File: src/rtl/ufp_pkg.sv
package ufp_pkg;
   // control word bit positions
   localparam int CTL_EN      = 0;
   localparam int CTL_DMA     = 1;
   localparam int CTL_RXCLR   = 2;
   localparam int CTL_TXCLR   = 3;
   localparam int CTL_RXC_LSB = 4;
   localparam int CTL_TXC_LSB = 6;
   localparam int CTL_W       = 8;
   localparam int CODE_W      = 2;
   localparam int COARSE_W    = 4;
   localparam int THR_W       = COARSE_W + CODE_W;

   typedef struct packed {
      logic              en;
      logic              dma;
      logic [CODE_W-1:0] rx_code;
      logic [CODE_W-1:0] tx_code;
   } ctl_state_t;
endpackage

File: src/rtl/ufp_ctrl.sv
module ufp_ctrl
   import ufp_pkg::*;
(
   input  logic             clk,
   input  logic             rst_n,
   input  logic             ctl_we,
   input  logic [CTL_W-1:0] ctl_wdata,
   input  logic             div_zero,
   input  logic             feat_en,
   output ctl_state_t       st,
   output logic             rx_flush,
   output logic             tx_flush
);
   ctl_state_t st_q;
   logic       en_chg;

   always_comb en_chg = ctl_we && div_zero && (ctl_wdata[CTL_EN] != st_q.en);

   always_ff @(posedge clk or negedge rst_n) begin
      if (!rst_n) begin
         st_q <= '0;
      end else if (ctl_we) begin
         st_q.rx_code <= ctl_wdata[CTL_RXC_LSB +: CODE_W];
         if (div_zero) begin
            st_q.en  <= ctl_wdata[CTL_EN];
            st_q.dma <= ctl_wdata[CTL_DMA];
         end
         if (feat_en) st_q.tx_code <= ctl_wdata[CTL_TXC_LSB +: CODE_W];
      end
   end

   // clear bits act as one-shot strobes; nothing holds them
   assign rx_flush = (ctl_we && ctl_wdata[CTL_RXCLR]) || en_chg;
   assign tx_flush = (ctl_we && ctl_wdata[CTL_TXCLR]) || en_chg;
   assign st       = st_q;


   en_gate_chk: assert property (@(posedge clk) disable iff (!rst_n)
      !(ctl_we && div_zero) |=> $stable(st_q.en) && $stable(st_q.dma));

   tx_code_gate_chk: assert property (@(posedge clk) disable iff (!rst_n)
      !(ctl_we && feat_en) |=> $stable(st_q.tx_code));
endmodule

File: src/rtl/ufp_thresh.sv
module ufp_thresh
   import ufp_pkg::*;
#(
   parameter bit IS_RX = 1'b1
) (
   input  logic                en,
   input  logic                fine,
   input  logic [COARSE_W-1:0] coarse,
   input  logic [CODE_W-1:0]   code,
   output logic [THR_W-1:0]    thr
);
   logic [THR_W-1:0] tab;

   generate
      if (IS_RX) begin : g_rx_tab
         always_comb begin
            case (code)
               2'd0:    tab = THR_W'(8);
               2'd1:    tab = THR_W'(16);
               2'd2:    tab = THR_W'(56);
               default: tab = THR_W'(60);
            endcase
         end
      end else begin : g_tx_tab
         always_comb begin
            case (code)
               2'd0:    tab = THR_W'(8);
               2'd1:    tab = THR_W'(16);
               2'd2:    tab = THR_W'(32);
               default: tab = THR_W'(56);
            endcase
         end
      end
   endgenerate

   always_comb begin
      if (!en)                       thr = THR_W'(1);
      else if (fine)                 thr = {coarse, code};
      else if (coarse != '0)         thr = {coarse, {CODE_W{1'b0}}};
      else                           thr = tab;
   end
endmodule

File: src/rtl/ufp_fifo.sv
module ufp_fifo #(
   parameter int DEPTH     = 64,
   parameter int WIDTH     = 8,
   parameter bit TRACK_OVR = 1'b1,
   localparam int AW = $clog2(DEPTH),
   localparam int LW = $clog2(DEPTH + 1)
) (
   input  logic             clk,
   input  logic             rst_n,
   input  logic             en,
   input  logic             flush,
   input  logic             push,
   input  logic [WIDTH-1:0] din,
   input  logic             pop,
   output logic [WIDTH-1:0] dout,
   output logic [LW-1:0]    level,
   output logic             overrun
);
   logic [WIDTH-1:0] mem [DEPTH];
   logic [AW-1:0]    wp, rp;
   logic [LW-1:0]    cnt, cap;
   logic [WIDTH-1:0] dq;
   logic             do_pop, do_push;

   always_comb begin
      cap     = en ? LW'(DEPTH) : LW'(1);
      do_pop  = pop && (cnt != '0);
      do_push = push && ((cnt < cap) || do_pop);
   end

   always_ff @(posedge clk or negedge rst_n) begin
      if (!rst_n) begin
         wp  <= '0;
         rp  <= '0;
         cnt <= '0;
         dq  <= '0;
      end else if (flush) begin
         wp  <= '0;
         rp  <= '0;
         cnt <= '0;
      end else begin
         if (do_push) wp <= wp + AW'(1);
         if (do_pop) begin
            rp <= rp + AW'(1);
            dq <= mem[rp];
         end
         cnt <= cnt + LW'(do_push) - LW'(do_pop);
      end
   end

   always_ff @(posedge clk) begin
      if (do_push && !flush) mem[wp] <= din;
   end

   generate
      if (TRACK_OVR) begin : g_ovr
         logic ovr_q;
         always_ff @(posedge clk or negedge rst_n) begin
            if (!rst_n)                  ovr_q <= 1'b0;
            else if (flush)              ovr_q <= 1'b0;
            else if (push && !do_push)   ovr_q <= 1'b1;
         end
         assign overrun = ovr_q;
      end else begin : g_no_ovr
         assign overrun = 1'b0;
      end
   endgenerate

   assign dout  = dq;
   assign level = cnt;


   no_overflow_chk: assert property (@(posedge clk) disable iff (!rst_n)
      cnt <= (en ? LW'(DEPTH) : LW'(1)) || $past(flush) || $changed(en));

   flush_empties_chk: assert property (@(posedge clk) disable iff (!rst_n)
      flush |=> cnt == '0);

   empty_pop_chk: assert property (@(posedge clk) disable iff (!rst_n)
      pop && cnt == '0 && !push && !flush |=> cnt == '0 && $stable(dq));
endmodule

File: src/rtl/uart_fifo_pair.sv
module uart_fifo_pair
   import ufp_pkg::*;
#(
   parameter int DEPTH = 64,
   parameter int WIDTH = 8,
   localparam int LW = $clog2(DEPTH + 1)
) (
   input  logic                clk,
   input  logic                rst_n,
   input  logic                ctl_we,
   input  logic [CTL_W-1:0]    ctl_wdata,
   input  logic                divisor_zero,
   input  logic                ext_feat_en,
   input  logic [COARSE_W-1:0] rx_coarse,
   input  logic [COARSE_W-1:0] tx_coarse,
   input  logic                rx_fine,
   input  logic                tx_fine,
   input  logic                rx_push,
   input  logic [WIDTH-1:0]    rx_din,
   input  logic                rx_pop,
   output logic [WIDTH-1:0]    rx_dout,
   output logic [LW-1:0]       rx_level,
   output logic                rx_overrun,
   input  logic                tx_push,
   input  logic [WIDTH-1:0]    tx_din,
   input  logic                tx_pop,
   output logic [WIDTH-1:0]    tx_dout,
   output logic [LW-1:0]       tx_level,
   output logic                rx_req,
   output logic                tx_req,
   output logic [1:0]          dma_req
);
   generate
      if (DEPTH < (1 << THR_W) || (DEPTH & (DEPTH - 1)) != 0) begin : g_bad_depth
         $error("DEPTH must be a power of two and cover every threshold");
      end
      if (WIDTH < 1) begin : g_bad_width
         $error("WIDTH must be at least one");
      end
   endgenerate

   ctl_state_t       st;
   logic             rx_flush, tx_flush, tx_ovr_unused;
   logic [THR_W-1:0] rx_thr, tx_thr;
   logic [LW-1:0]    tx_cap, tx_free;

   ufp_ctrl u_ctrl (
      .clk, .rst_n, .ctl_we, .ctl_wdata,
      .div_zero (divisor_zero),
      .feat_en  (ext_feat_en),
      .st, .rx_flush, .tx_flush
   );

   ufp_thresh #(.IS_RX(1'b1)) u_rx_thr (
      .en(st.en), .fine(rx_fine), .coarse(rx_coarse), .code(st.rx_code), .thr(rx_thr)
   );
   ufp_thresh #(.IS_RX(1'b0)) u_tx_thr (
      .en(st.en), .fine(tx_fine), .coarse(tx_coarse), .code(st.tx_code), .thr(tx_thr)
   );

   ufp_fifo #(.DEPTH(DEPTH), .WIDTH(WIDTH), .TRACK_OVR(1'b1)) u_rx_q (
      .clk, .rst_n, .en(st.en), .flush(rx_flush), .push(rx_push), .din(rx_din),
      .pop(rx_pop), .dout(rx_dout), .level(rx_level), .overrun(rx_overrun)
   );
   ufp_fifo #(.DEPTH(DEPTH), .WIDTH(WIDTH), .TRACK_OVR(1'b0)) u_tx_q (
      .clk, .rst_n, .en(st.en), .flush(tx_flush), .push(tx_push), .din(tx_din),
      .pop(tx_pop), .dout(tx_dout), .level(tx_level), .overrun(tx_ovr_unused)
   );

   always_comb begin
      tx_cap  = st.en ? LW'(DEPTH) : LW'(1);
      tx_free = tx_cap - tx_level;
      rx_req  = rx_level >= LW'(rx_thr);
      tx_req  = tx_free >= LW'(tx_thr);
      dma_req = st.dma ? {rx_req, tx_req} : 2'b00;
   end


   dma_off_chk: assert property (@(posedge clk) disable iff (!rst_n)
      !st.dma |-> dma_req == 2'b00);

   rx_idle_chk: assert property (@(posedge clk) disable iff (!rst_n)
      (!rx_fine || rx_coarse != '0) && rx_level == '0 |-> !rx_req);

   tx_no_ovr_chk: assert property (@(posedge clk) disable iff (!rst_n)
      !tx_ovr_unused);
endmodule

File: config.mk
export PLATFORM = sky130hd
export DESIGN_NAME = uart_fifo_pair
export DESIGN_NICKNAME = d
export VERILOG_FILES = /design/src/rtl/ufp_pkg.sv /design/src/rtl/ufp_ctrl.sv /design/src/rtl/ufp_thresh.sv /design/src/rtl/ufp_fifo.sv /design/src/rtl/uart_fifo_pair.sv
export SDC_FILE = /design/constraint.sdc
export NUM_CORES = 1
export LEC_CHECK = 0
export CORE_MARGIN = 5
export CORE_UTILIZATION = 46
export DETAILED_ROUTE_END_ITERATION = 10
export DONT_BUFFER_PORTS = 1
export SETUP_SLACK_MARGIN = 0.4
export SYNTH_ARGS = -nofsm -noshare
export SYNTH_HDL_FRONTEND = slang
export SYNTH_HIERARCHICAL = 1
export SYNTH_SLANG_ARGS = --single-unit
File: constraint.sdc
create_clock -name clk -period 3.8 [get_ports clk]
set_input_delay 0.19 -clock clk [delete_from_list [all_inputs] [get_ports clk]]
set_output_delay 0.19 -clock clk [all_outputs]
set_load 0.02 [all_outputs]
==> results of run 1 <==
[sequential cells by signal, indices dropped and copies added, names as in the netlist]
name and cells:
u_rx_q/mem 512, u_tx_q/mem 512, u_rx_q/dout 8, u_tx_q/dout 8, u_rx_q/level 7, u_tx_q/level 7, u_ctrl/st 6, u_rx_q/rp 6
u_rx_q/wp 6, u_tx_q/rp 6, u_tx_q/wp 6, u_rx_q/overrun 1
[per-stage QoR]
step	setup slack (ps)	instance area [µm²]	total power [mW]	instances	util, %
finish	503	51200	32.4	3989	53.2
global route	345	51200	33.8	3989	53.2
CTS	370	51100	32.6	3987	53.1
detailed placement	449	46500	21.3	3716	48.2
global placement	463	46500	21.2	3716	48.2
floorplan	412	44500	19.5	2408	-
[critical path, stage by stage, from the launching register on]
cell and delay [ps]:
dfrtp_2 400, or4b_4 490, buf_4 170, o31ai_4 220, inv_1 70, ha_1 170, a21o_1 170, a211o_1 270
a41o_4 280, and2_4 190
[power breakdown]
group          switching [mW]  internal [mW]
Sequential              0.944           13.4
Clock                    4.57           6.47
Combinational            3.84           3.23
[routing by layer]
metal,up-vias,GRT usage [%]
met4,0,4.41
met2,880,30.9
met1,12166,30.4
li1,10172,-
met5,-,0
met3,134,3.97
[how the worst max path moves through the flow]
stage                    start              end  slack, ps  cells after the start
3_3_place_gp   u_tx_q/level[1]  u_tx_q/level[6]        460                     15
4_1_cts           u_ctrl/st[5]       dma_req[1]        370                      8
3_5_place_dp   u_tx_q/level[1]  u_tx_q/level[6]        450                     15
2_1_floorplan  u_tx_q/level[2]  u_tx_q/level[6]        410                     16
6_report          u_ctrl/st[5]       dma_req[1]        500                      9
5_1_grt           u_ctrl/st[5]           tx_req        340                     11
[final cells by class]
type	instances	share of cell area, %
Clock buffer	123	5.60
Inverter	41	0.305
Multi-Input combinational cell	1149	21.8
Sequential cell	1085	63.1
Tap cell	1276	3.12
Timing Repair Buffer	229	4.32
Clock inverter	86	1.74
[timing repair]
item,4_1_cts,5_1_grt
endpoints found under the setup margin,4,127
endpoints found under the hold margin,1119,0
gates resized for setup,6,14
hold buffers,58,0
pin swaps,4,6
buffers inserted,4,2
==> flow_metrics.py, run 1 <==
metrics = {
    "setup_path": {
        "end_kind": "output port",
        "cp_max_fo": 3,
        "cp.arrival_ps": 3110,
        "required_ps": 3610,
        "r2r_setup_slack_ps": 550,
        "worstReg2RegEnd": "u_tx_q/mem[2][1]",
        "worstRegToRegCells": 7,
        "crit_path_start_kind": "flip-flop",
        "reg2reg_from": "u_tx_q/level[4]",
        "path_class": "flip-flop to output port",
    },
    "final_layout": {
        "antenna_cells": 0,
        "syn_to_final_growth_pct": 15.1,
        "drive_above_1_share_pct": 24.7,
        "final-seq-area_um2": 32300,
        "layout_commonest_cell": "edfxtp_1",
        "multiInputGateArea_um2": 11200,
        "nFillCells": 7538,
        "final_cell_mix": "edfxtp_1, mux4_2, buf_4",
        "nets": 2709,
    },
    "clock_network": {
        "htree_num_levels": 3,
        "cts_tree": "done",
        "clockRootBuffer": "clkbuf_16",
        "cts_buffers": 112,
        "cts_buffer_depth": 3,
        "clk_pin_slew_ps": 60,
        "clkLatencyLatePin_ps": 690,
        "cts_sinks": 1085,
    },
    "sta": {
        "rsz0062_at_grt": "yes",
        "tns_ps": 0,
        "min_period_ps": 3300,
        "setup_viol": 0,
        "worstMarginPinSlew_ps": 951,
        "slew_violations": 0,
        "hold_ws_ps": 55.1,
        "max_freq_mhz": 303,
        "skew_ps": 32.5,
        "fin_crit_sh_pct": 86.8,
        "maxSlewHeadroom_pct": 36.4,
        "hold_viol": 0,
    },
    "synthesis": {
        "synth_cells": 2408,
        "syn_area_um2": 44500,
        "ys_warn_count": 6,
        "syn_area_per_cell_um2": 18.5,
        "synth_nets": 2499,
    },
    "global_route": {
        "grt_pass1_wl_mm": 156,
        "overflow": 0,
        "grt_pass1_vias": 23647,
        "grt_use_total_pct": 20.2,
        "grt_max_degree": 65,
        "antenna_found_initial": 0,
    },
    "die": {
        "design.die.area_um2": 103000,
        "rows": 114,
        "die_h_um": 321,
        "ios": 78,
        "coreArea_um2": 96300,
        "die_width_um": 321,
        "start_util_pct": 46.2,
    },
    "placed_design": {
        "gp_congestion": 0.852,
        "hpwl_mm": 64.7,
        "io_buffers": 0,
    },
    "routing": {
        "wl_met2_mm": 48.2,
        "drc_errors": 0,
        "top_layer": "met4",
        "drt_pass1_iterations": 5,
        "wirelength_met1_mm": 46.1,
        "num_vias": 23352,
        "dr_wl_met3_mm": 8.23,
        "drt_iter0_drc": 2144,
        "wl_mm": 104,
        "wl_per_cell_um": 26.2,
        "ant_nets": 0,
        "via_per_inst": 5.85,
    },
    "pwr": {
        "leakage_nw": 16.5,
        "max-vdd-ir-drop_mv": 0.438,
        "p_per_area_nw_per_um2": 634,
    },
    "worst_hold_path": {
        "worst_hold_path_type": "input port to asynchronous set/reset pin",
    },
    "run_status": {
        "status": "complete, no violations",
    },
    "flow_run": {
        "cap_violations": 0,
    },
}
Power figures use the tool's default switching activity.
==> inputs of run 2 (changes only) <==
- CELL_PAD_IN_SITES_DETAIL_PLACEMENT: unset -> 1
- CELL_PAD_IN_SITES_GLOBAL_PLACEMENT: unset -> 1
- CORE_MARGIN: 5 -> 4
- PLACE_DENSITY_LB_ADDON: unset -> 0.1
==> flow_metrics.py, run 2 (synthesized netlist as in run 1, its figures left out) <==
metrics = {
    "run_status": {
        "status": "complete, no violations",
    },
    "clock_network": {
        "clk_pin_slew_ps": 60,
        "cts_buffer_depth": 3,
        "clkLatencyLatePin_ps": 700,
        "htree_num_levels": 3,
        "clockRootBuffer": "clkbuf_16",
        "cts_buffers": 110,
        "cts_sinks": 1085,
        "cts_tree": "done",
    },
    "worst_hold_path": {
        "worst_hold_path_type": "input port to flip-flop",
    },
    "final_layout": {
        "reg.largest.list": "u_rx_q/mem (512), u_tx_q/mem (512)",
        "syn_to_final_growth_pct": 15.0,
        "nFillCells": 8561,
        "layout_commonest_cell": "edfxtp_1",
        "nets": 2702,
        "final_cell_mix": "edfxtp_1, mux4_2, buf_4",
        "drive_above_1_share_pct": 25.1,
    },
    "setup_path": {
        "path_class": "flip-flop to flip-flop",
        "worstPathCellList": "buf_4, buf_4, nor3b_1, o211ai_1, a21oi_2, o21ai_2, buf_4, buf_4, buf_4, or3_1, nor2_1",
        "cp.arrival_ps": 3820,
        "required_ps": 4120,
        "critPathTopFamily": "simple AND/OR/NAND/NOR gates",
        "slowest_delay_ps": 650,
        "cp_common_cell": "buf_4",
        "cp_max_fo": 8,
        "slowest_stage": "or3_1",
        "crit_path_start_kind": "flip-flop",
        "end_kind": "flip-flop",
        "cp.buffers_inverters": 5,
    },
    "pwr": {
        "p_per_area_nw_per_um2": 641,
        "max-vdd-ir-drop_mv": 0.422,
        "leakage_nw": 16.4,
        "power.total_mw": 32.8,
    },
    "placed_design": {
        "gp_congestion": 0.821,
        "hpwl_mm": 72.1,
        "io_buffers": 0,
    },
    "global_route": {
        "grt_use_total_pct": 22.6,
        "grt_pass1_wl_mm": 172,
        "grt_max_degree": 65,
        "overflow": 0,
        "grt_pass1_vias": 25306,
        "antenna_found_initial": 4,
    },
    "sta": {
        "fin_crit_sh_pct": 92.0,
        "worstMarginPinSlew_ps": 1090,
        "slew_violations": 0,
        "max_freq_mhz": 286,
        "setup_viol": 0,
        "hold_viol": 0,
        "skew_ps": 21.7,
        "maxSlewHeadroom_pct": 26.9,
        "min_period_ps": 3500,
        "tns_ps": 0,
        "rsz0062_at_grt": "yes",
    },
    "routing": {
        "drc_errors": 0,
        "drt_pass1_iterations": 5,
        "num_vias": 23263,
        "wl_mm": 115,
        "ant_nets": 0,
        "drt_iter0_drc": 1917,
        "wl_per_cell_um": 29.1,
        "via_per_inst": 5.86,
    },
    "die": {
        "rows": 113,
        "start_util_pct": 46.6,
        "coreArea_um2": 95400,
        "die_h_um": 319,
        "ios": 78,
        "design.die.area_um2": 102000,
        "die_width_um": 319,
    },
    "flow_run": {
        "cap_violations": 0,
    },
}
[run 2: changes by cell type in the layout (fill, tap and decap cells not counted), sizes merged]
cell and change:
clkinv -14, buf -2, clkbuf +8, inv +2
clkinvlp -4, diode +3, dlygate4sd3 -3
[run 2: final timing paths]
path,start,to,slack (ps),cells past startpoint
max,u_ctrl/st[5],u_rx_q/mem[15][1],300,11
min,divisor_zero,u_rx_q/rp[2],50,4
max reg2reg,u_ctrl/st[5],u_rx_q/mem[15][1],300,11
min reg2reg,u_tx_q/rp[5],u_tx_q/rp[5],610,2
max in group asynchronous,rst_n,u_rx_q/rp[0],3390,2
min in group asynchronous,rst_n,u_tx_q/level[3],70,2
[run 2: metal layers]
layer | track usage, % | vias to the layer above | share of wire [%]
met3 | 3.29 | 205 | 3.8
met5 | 0 | - | 0.011
met2 | 39.3 | 528 | 52
met4 | 7.87 | 2 | 3.6
li1 | - | 10141 | -
met1 | 29.4 | 12387 | 41
[run 2: worst register-to-register path, stage by stage (launching register included)]
cell      delay [ps]
dfrtp_2          400
buf_4            140
buf_4            150
nor3b_1          210
o211ai_1         150
a21oi_2          250
o21ai_2          120
buf_4            150
buf_4            120
buf_4            140
or3_1            660
nor2_1           640
[run 2: cell type report]
type                            count  area, µm²  area share (%)
Antenna cell                        3       7.51          0.0147
Clock buffer                      131       2860            5.59
Tap cell                         1265       1580            3.09
Sequential cell                  1085      32300            63.1
Inverter                           41        156           0.306
Timing Repair Buffer              224       2190            4.28
Multi-Input combinational cell   1149      11300            22.0
Clock inverter                     70        790            1.54
[run 2: power by group]
group | switching (mW) | leakage, nW | total, mW | internal, mW
sequential | 1.09 | 9.97 | 14.5 | 13.4
combinational | 3.98 | 4.68 | 7.38 | 3.41
clock | 4.56 | 1.78 | 11.0 | 6.40
total | 9.63 | 16.4 | 32.8 | 23.2
[run 2: per-stage QoR]
step           std cells  hold slack [ps]  util, %  worst slack [ps]  instance area [µm²]
6_report            3968             54.3     53.6               304                51200
5_1_grt             3966             73.7     53.6               181                51200
4_1_cts             3961             16.0     53.4               330                51000
3_5_place_dp        3702            -99.9     48.7               361                46400
3_3_place_gp        3702             -100     48.7               419                46400
2_1_floorplan       2408             -106        -               412                44500
[run 2: timing repair]
| item | 4_1_cts | 5_1_grt |
|---|---|---|
| setup buffers | 3 | 4 |
| hold buffers | 55 | 0 |
| pin swaps | 2 | 9 |
| resized for setup | 11 | 34 |
| endpoints found under the hold margin | 1120 | 0 |
| setup endpoints to repair | 6 | 139 |
| cloned | 0 | 0 |
